$ cat config.mk
export PLATFORM = sky130hd
export DESIGN_NAME = dom_idle_ctrl
export DESIGN_NICKNAME = d
export VERILOG_FILES = /design/src/rtl/dom_idle_pkg.sv /design/src/rtl/dom_idle_regs.sv /design/src/rtl/dom_idle_cell.sv /design/src/rtl/dom_idle_ctrl.sv
export SDC_FILE = /design/constraint.sdc
export NUM_CORES = 1
export LEC_CHECK = 0
export BUFFER_PORTS_ARGS = -buffer_cell sky130_fd_sc_hd__buf_2
export CORE_MARGIN = 1
export CORE_UTILIZATION = 36
export DETAILED_ROUTE_END_ITERATION = 8
export PLACE_DENSITY = 0.79
export SLEW_MARGIN = 20
export SYNTH_ARGS = -nofsm -noshare
export SYNTH_HDL_FRONTEND = slang
export SYNTH_HIERARCHICAL = 1
export SYNTH_SLANG_ARGS = --single-unit
$ cat constraint.sdc
create_clock -name clk -period 1.3 [get_ports clk]
set_clock_uncertainty 0.15 [all_clocks]
set_input_delay 0 -clock clk [delete_from_list [all_inputs] [get_ports clk]]
set_output_delay 0 -clock clk [all_outputs]
set_load 0.01 [all_outputs]
$ cat src/rtl/dom_idle_pkg.sv
package dom_idle_pkg;

    localparam int REG_W   = 16;
    localparam int NUM_DOM = 4;

    // domain index -> bit position inside both register words
    function automatic int dom_pos(input int d);
        case (d)
            0:       return 0;   // CPU
            1:       return 1;   // DMA
            2:       return 2;   // cache
            default: return 5;   // external memory interface
        endcase
    endfunction

    // 1: domain is woken by the maskable interrupt; 0: by the dedicated wake
    function automatic bit dom_irq_woken(input int d);
        return (d != NUM_DOM - 1);
    endfunction

    function automatic logic [REG_W-1:0] dom_mask();
        logic [REG_W-1:0] m;
        m = '0;
        for (int d = 0; d < NUM_DOM; d++) m[dom_pos(d)] = 1'b1;
        return m;
    endfunction

    typedef enum logic {
        DOM_RUN  = 1'b0,
        DOM_IDLE = 1'b1
    } dom_state_e;

endpackage

$ cat src/rtl/dom_idle_regs.sv
module dom_idle_regs
    import dom_idle_pkg::*;
#(
    parameter int              ADDR_W    = 16,
    parameter logic [ADDR_W-1:0] CFG_ADDR  = 1,
    parameter logic [ADDR_W-1:0] STAT_ADDR = 2
) (
    input  logic              clk,
    input  logic              rst_n,
    input  logic              acc_en,
    input  logic              acc_wr,
    input  logic [ADDR_W-1:0] acc_addr,
    input  logic [REG_W-1:0]  acc_wdata,
    input  logic [REG_W-1:0]  stat_word,
    output logic [REG_W-1:0]  cfg_q,
    output logic [REG_W-1:0]  acc_rdata
);

    localparam logic [REG_W-1:0] MASK = dom_mask();

    logic cfg_hit;
    assign cfg_hit = acc_en && acc_wr && (acc_addr == CFG_ADDR);

    always_ff @(posedge clk) begin
        if (!rst_n)       cfg_q <= '0;
        else if (cfg_hit) cfg_q <= acc_wdata & MASK;
    end

    always_comb begin
        acc_rdata = '0;
        if (acc_en && !acc_wr) begin
            if (acc_addr == CFG_ADDR)       acc_rdata = cfg_q & MASK;
            else if (acc_addr == STAT_ADDR) acc_rdata = stat_word & MASK;
        end
    end


    rsvd_zero_chk: assert property (@(posedge clk) disable iff (!rst_n)
        (acc_rdata & ~MASK) == '0);


    cfg_write_chk: assert property (@(posedge clk) disable iff (!rst_n)
        cfg_hit |=> (cfg_q == ($past(acc_wdata) & MASK)));


    cfg_hold_chk: assert property (@(posedge clk) disable iff (!rst_n)
        !cfg_hit |=> $stable(cfg_q));

endmodule

$ cat src/rtl/dom_idle_cell.sv
module dom_idle_cell
    import dom_idle_pkg::*;
(
    input  logic clk,
    input  logic rst_n,
    input  logic strobe,
    input  logic cfg_bit,
    input  logic wake,
    output logic idle
);

    dom_state_e state_q, state_d;

    always_comb begin
        state_d = state_q;
        unique case (state_q)
            DOM_RUN:  if (strobe && cfg_bit && !wake) state_d = DOM_IDLE;           // ENTER
            DOM_IDLE: if (wake || (strobe && !cfg_bit)) state_d = DOM_RUN;          // RELEASE
            default:  state_d = DOM_RUN;
        endcase
    end

    always_ff @(posedge clk) begin
        if (!rst_n) state_q <= DOM_RUN;
        else        state_q <= state_d;
    end

    always_comb begin
        idle = (state_q == DOM_IDLE);
    end


    wake_wins_chk: assert property (@(posedge clk) disable iff (!rst_n)
        wake |=> !idle);


    enter_chk: assert property (@(posedge clk) disable iff (!rst_n)
        (strobe && cfg_bit && !wake) |=> idle);


    release_chk: assert property (@(posedge clk) disable iff (!rst_n)
        (strobe && !cfg_bit) |=> !idle);


    quiet_hold_chk: assert property (@(posedge clk) disable iff (!rst_n)
        (!strobe && !wake) |=> $stable(idle));

endmodule

$ cat src/rtl/dom_idle_ctrl.sv
module dom_idle_ctrl
    import dom_idle_pkg::*;
#(
    parameter int                ADDR_W    = 16,
    parameter logic [ADDR_W-1:0] CFG_ADDR  = 1,
    parameter logic [ADDR_W-1:0] STAT_ADDR = 2
) (
    input  logic              clk,
    input  logic              rst_n,
    input  logic              acc_en,
    input  logic              acc_wr,
    input  logic [ADDR_W-1:0] acc_addr,
    input  logic [REG_W-1:0]  acc_wdata,
    output logic [REG_W-1:0]  acc_rdata,
    input  logic              idle_strobe,
    input  logic              irq_wake,
    input  logic              xmem_wake,
    output logic [NUM_DOM-1:0] idle_req,
    output logic              xmem_idle_hold
);

    localparam int XMEM = NUM_DOM - 1;

    logic [REG_W-1:0] cfg_q;
    logic [REG_W-1:0] stat_word;

    dom_idle_regs #(
        .ADDR_W    (ADDR_W),
        .CFG_ADDR  (CFG_ADDR),
        .STAT_ADDR (STAT_ADDR)
    ) u_regs (
        .clk       (clk),
        .rst_n     (rst_n),
        .acc_en    (acc_en),
        .acc_wr    (acc_wr),
        .acc_addr  (acc_addr),
        .acc_wdata (acc_wdata),
        .stat_word (stat_word),
        .cfg_q     (cfg_q),
        .acc_rdata (acc_rdata)
    );

    // one state machine per domain
    for (genvar d = 0; d < NUM_DOM; d++) begin : g_dom
        logic wake_d;
        if (dom_irq_woken(d)) begin : g_irq
            assign wake_d = irq_wake;
        end else begin : g_xmem
            assign wake_d = xmem_wake;
        end
        dom_idle_cell u_cell (
            .clk     (clk),
            .rst_n   (rst_n),
            .strobe  (idle_strobe),
            .cfg_bit (cfg_q[dom_pos(d)]),
            .wake    (wake_d),
            .idle    (idle_req[d])
        );
    end

    always_comb begin
        stat_word = '0;
        for (int d = 0; d < NUM_DOM; d++) stat_word[dom_pos(d)] = idle_req[d];
    end


    assign xmem_idle_hold = idle_req[XMEM];


    cfg_write_no_effect_chk: assert property (@(posedge clk) disable iff (!rst_n)
        (acc_en && acc_wr && !idle_strobe && !irq_wake && !xmem_wake) |=> $stable(idle_req));


    irq_keeps_xmem_chk: assert property (@(posedge clk) disable iff (!rst_n)
        (irq_wake && !xmem_wake && !idle_strobe) |=> $stable(xmem_idle_hold));


    irq_clears_group_chk: assert property (@(posedge clk) disable iff (!rst_n)
        irq_wake |=> (idle_req[XMEM-1:0] == '0));


    xmem_only_chk: assert property (@(posedge clk) disable iff (!rst_n)
        (xmem_wake && !irq_wake && !idle_strobe) |=> ($stable(idle_req[XMEM-1:0]) && !xmem_idle_hold));

endmodule

==> Yosys cells after proc, flatten, opt, wreduce, memory -nomap -nowiden <==
Cells that the tools add are included.
{ "totals": {"ff_bits": 8, "inputBits": 39, "wordCells": 52} }
{ "classes": {"n_eq_ne": 2, "mux": 15, "bitwise_logic": 4, "reduce_logical": 26} }
{ "ops": {"columns": ["operator", "n"], "rows": [
  ["16-bit two-way mux", 2],
  ["16-bit by 1-bit == test with 1-bit output, second input constant", 1],
  ["16-bit by 2-bit == test with 1-bit output, second input constant", 1],
  ["1-bit logical AND", 15],
  ["1-bit two-way mux", 8],
  ["1-bit one-hot mux with 2 select lines", 4],
  ["1-bit zero test", 7],
  ["6-bit two-way mux", 1],
  ["1-bit logical OR", 4],
  ["1-bit inverter", 4]
]} }

==> Longest topological paths before layout <==
{ "depth": {"ltp_word": 5, "mapped_depth": 4, "mapped_depth_nobuf": 4} }

==> Modules after synthesis <==
Netlist, hierarchy kept.
{ "by_module_without_submodules": {"columns": ["mod", "instances", "cells_each", "area_per_inst_um2"], "rows": [
  ["dom_idle_regs", 1, 61, 464.2],
  ["dom_idle_cell", 4, 3, 42.5],
  ["dom_idle_ctrl", 1, 2, 11.3]
]} }

==> Worst setup path after synthesis <==
No wires, ideal clock.
{ "synth_path": {"kind": "input port to output port", "startpoint": "in acc_addr[12]", "endpoint": "out acc_rdata[0]", "arrival_ps": 843, "required_time_ps": 1150, "slack_ps": 307, "stages": 4, "path_buffers": 0, "cell_sequence": "nor4_2 -> and4_4 -> nand2b_1 -> nor2_1"} }
{ "synth_via": {"elab_chain_cells": 4} }
{ "synth_lines": {"columns": ["item", "line_no", "source"], "rows": [
  ["from (decl)", "dom_idle_ctrl.sv:12", "input logic [ADDR_W-1:0] acc_addr,"],
  ["16-bit by 2-bit == test with 1-bit output", "dom_idle_regs.sv:33", "else if (acc_addr == STAT_ADDR) acc_rdata = stat_word & MASK;"],
  ["6-bit two-way mux", "dom_idle_regs.sv:33", null],
  ["16-bit two-way mux *", "dom_idle_regs.sv:32", "if (acc_addr == CFG_ADDR) acc_rdata = cfg_q & MASK;"],
  ["16-bit two-way mux *", "dom_idle_regs.sv:31", "if (acc_en && !acc_wr) begin"],
  ["to (decl)", "dom_idle_ctrl.sv:14", "output logic [REG_W-1:0] acc_rdata,"]
]} }
Mark *: on every way between the ends. The rest lies on a longest branch, timed or not.

==> Worst setup path in the final report <==
{ "layout_path": {"startpoint": "in acc_addr[3]", "endpoint": "out acc_rdata[2]"} }
The elaborated chain is that of the path after synthesis.

==> results by group <==
Status
  • Outcome: finished clean

STA
  • Final setup violating endpoints: 0
  • Final Hold Fails: 0
  • Slew Viols, Final: 0
  • Final critical-path setup slack: approximately 0.11 ns
  • F_max: ~0.84 GHz
  • Crit path time final: between 1 and 1.5 ns
  • Final period util: roughly nine tenths
  • RSZ-0062 raised after global routing: false
  • Setup TNS: 0 ns

Clocking
  • # H-tree levels: 1
  • CTS Sinks: 8
  • Clock latency on the worst-skew pair: approximately 0.24 ns
  • CTS Buf Count: 3
  • Clock-pin slew on the worst setup and hold paths: about 0.05 ns
  • Clock Path Buffers: 2
  • CTS tree: built
  • Root buf cell: clkbuf_4

Power
  • Leakage: around 0.38 nW
  • PD cells: 653 nW/um2
  • Worst VDD drop: roughly 420 uV

Synthesis
  • Mapped Cells: 62
  • Yosys warning count: 6
  • Syn Area/Cell: 8.90 um2
  • Post-Syn Area: about 550 um2

Cells and area
  • Number of diodes: 0
  • Area Overhead vs Synth: 50.3%
  • Nets@finish: between 100 and 150
  • Share of cells above drive strength 1: a little under half

Floorplanning
  • Die area: 1690 um2
  • Row count: 13
  • Core footprint: around 1400 um2
  • Initial Util: around 40%
  • Die height: 41.2 um
  • Die W: around 41 um
  • I/O Pins: 60

Drt
  • DRT iter0 DRCs: 4
  • # DRC: 0
  • Drt pass-1 iters: 3
  • Final ANT Viol Nets: 0
  • WL per Instance: approximately 12 um
  • Vias per cell: 4.82
  • Final wirelength: about 1.4 mm
  • Vias: around 600

Critical path
  • Setup crit end kind: output pin
  • Worst Reg-to-Reg Cells: 2
  • Worst r2r src: u_regs/cfg_q[5]$_SDFFE_PN0P_
  • CP Launch Type: input port
  • Worst setup startpoint: acc_addr[3]
  • Crit path required time: 1.15 ns
  • Critical path type: input port to output pin
  • Worst setup endpoint: acc_rdata[2]
  • WP data arrival: approximately 1.0 ns
  • Worst R2R End: g_dom[3].u_cell/idle$_SDFF_PN0_
  • Critical path fanouts, max: 5
  • Reg2reg setup slack: between 0.4 and 0.5 ns

Placement
  • Detail Placement HPWL: about 1.1 mm
  • Worst slack at placement: ~0.017 ns
  • Final Wtd Congestion: about 0.76
  • Port Buffers: 35

Global route
  • Vias in the first global route: ~500
  • Grt ovf: 0
  • First-pass GRT wire length: just over 2 mm
  • Largest net degree at the start of global routing: 6
  • GRT Util Overall: 20.0%
  • Antenna violations before repair: 0

Run
  • Max-Cap Viols: 0

Min path
  • HP Class: input port to register
  • Hold path start: acc_wr
-- routing by layer --
metal | share of wire (%) | up-vias | GRT usage, %
li1 | - | 292 | -
met1 | 40 | 266 | 19.9
met2 | 52 | 33 | 35.5
met3 | 6.0 | 2 | 6.52
met4 | 2.0 | 0 | 12.1
met5 | 0 | - | 0
-- layout make-up --
type / count / area [um2]
clock buffer: 3 / 22.5
sequential: 8 / 160
timing repair buffer: 45 / 268
inverter: 1 / 3.75
tap: 15 / 18.8
multi-input combinational: 51 / 357
fill: 138 / 537
-- cells in the final DEF (no fill, tap or decap), types with 4 or more instances in the layout --
cell type      instances
buf_2                 35
conb_1                12
dfxtp_1                8
dlygate4sd3_1          7
mux2i_1                4
nor3b_2                4
a22oi_1                4
nor2_1                 4
o21ai_1                4
nand3_1                4
a21oi_1                4
-- metrics by stage --
| stage | total power, mW | area [um2] | util (%) | hold WS [ns] | std cells |
|---|---|---|---|---|---|
| 2_1_floorplan | 0.311 | 593 | - | -0.0805 | 73 |
| 3_3_place_gp | 0.336 | 697 | 51.0 | 0.0199 | 111 |
| 3_5_place_dp | 0.339 | 697 | 51.0 | 0.0278 | 111 |
| 4_1_cts | 0.540 | 790 | 57.8 | 0.0251 | 121 |
| 5_1_grt | 0.576 | 830 | 60.7 | 0.0506 | 123 |
| 6_report | 0.541 | 830 | 60.7 | 0.0432 | 123 |
-- worst max-delay path: stages --
cell and delay (ns):
buf_2 0.11, nor4_4 0.31, and4_4 0.31, nand2b_4 0.08
nor2_1 0.10, buf_2 0.13
-- sequential cells by signal (all words and copies together), names as in the netlist --
| register | cells |
|---|---|
| g_dom.u_cell/idle | 4 |
| u_regs/cfg_q | 4 |
-- how the worst min path moves through the flow --
| stage | end | slack (ns) | cells past startpoint |
|---|---|---|---|
| final | u_regs/cfg_q[1]$_SDFFE_PN0P_ | 0.04 | 4 |
| after CTS | u_regs/cfg_q[0]$_SDFFE_PN0P_ | 0.03 | 4 |
| after floorplan | g_dom[0].u_cell/idle$_SDFF_PN0_ | -0.08 | 1 |
| after global routing | g_dom[1].u_cell/idle$_SDFF_PN0_ | 0.05 | 3 |
| after global placement | g_dom[3].u_cell/idle$_SDFF_PN0_ | 0.02 | 2 |
| after detailed placement | g_dom[3].u_cell/idle$_SDFF_PN0_ | 0.03 | 2 |
-- report_power, final --
group / switching, mW / internal, mW / total [mW]
registers: 0.000000496 / 0.245 / 0.245
logic: 0.0570 / 0.0575 / 0.115
clock network: 0.0764 / 0.105 / 0.181
-- timing repair --
action	in CTS	in global routing
gates resized for setup	0	3
setup endpoints to repair	0	4
hold endpoints to repair	8	0
setup buffers	0	2
hold buffers	7	0
No activity file was read; power rests on OpenSTA's default activity.
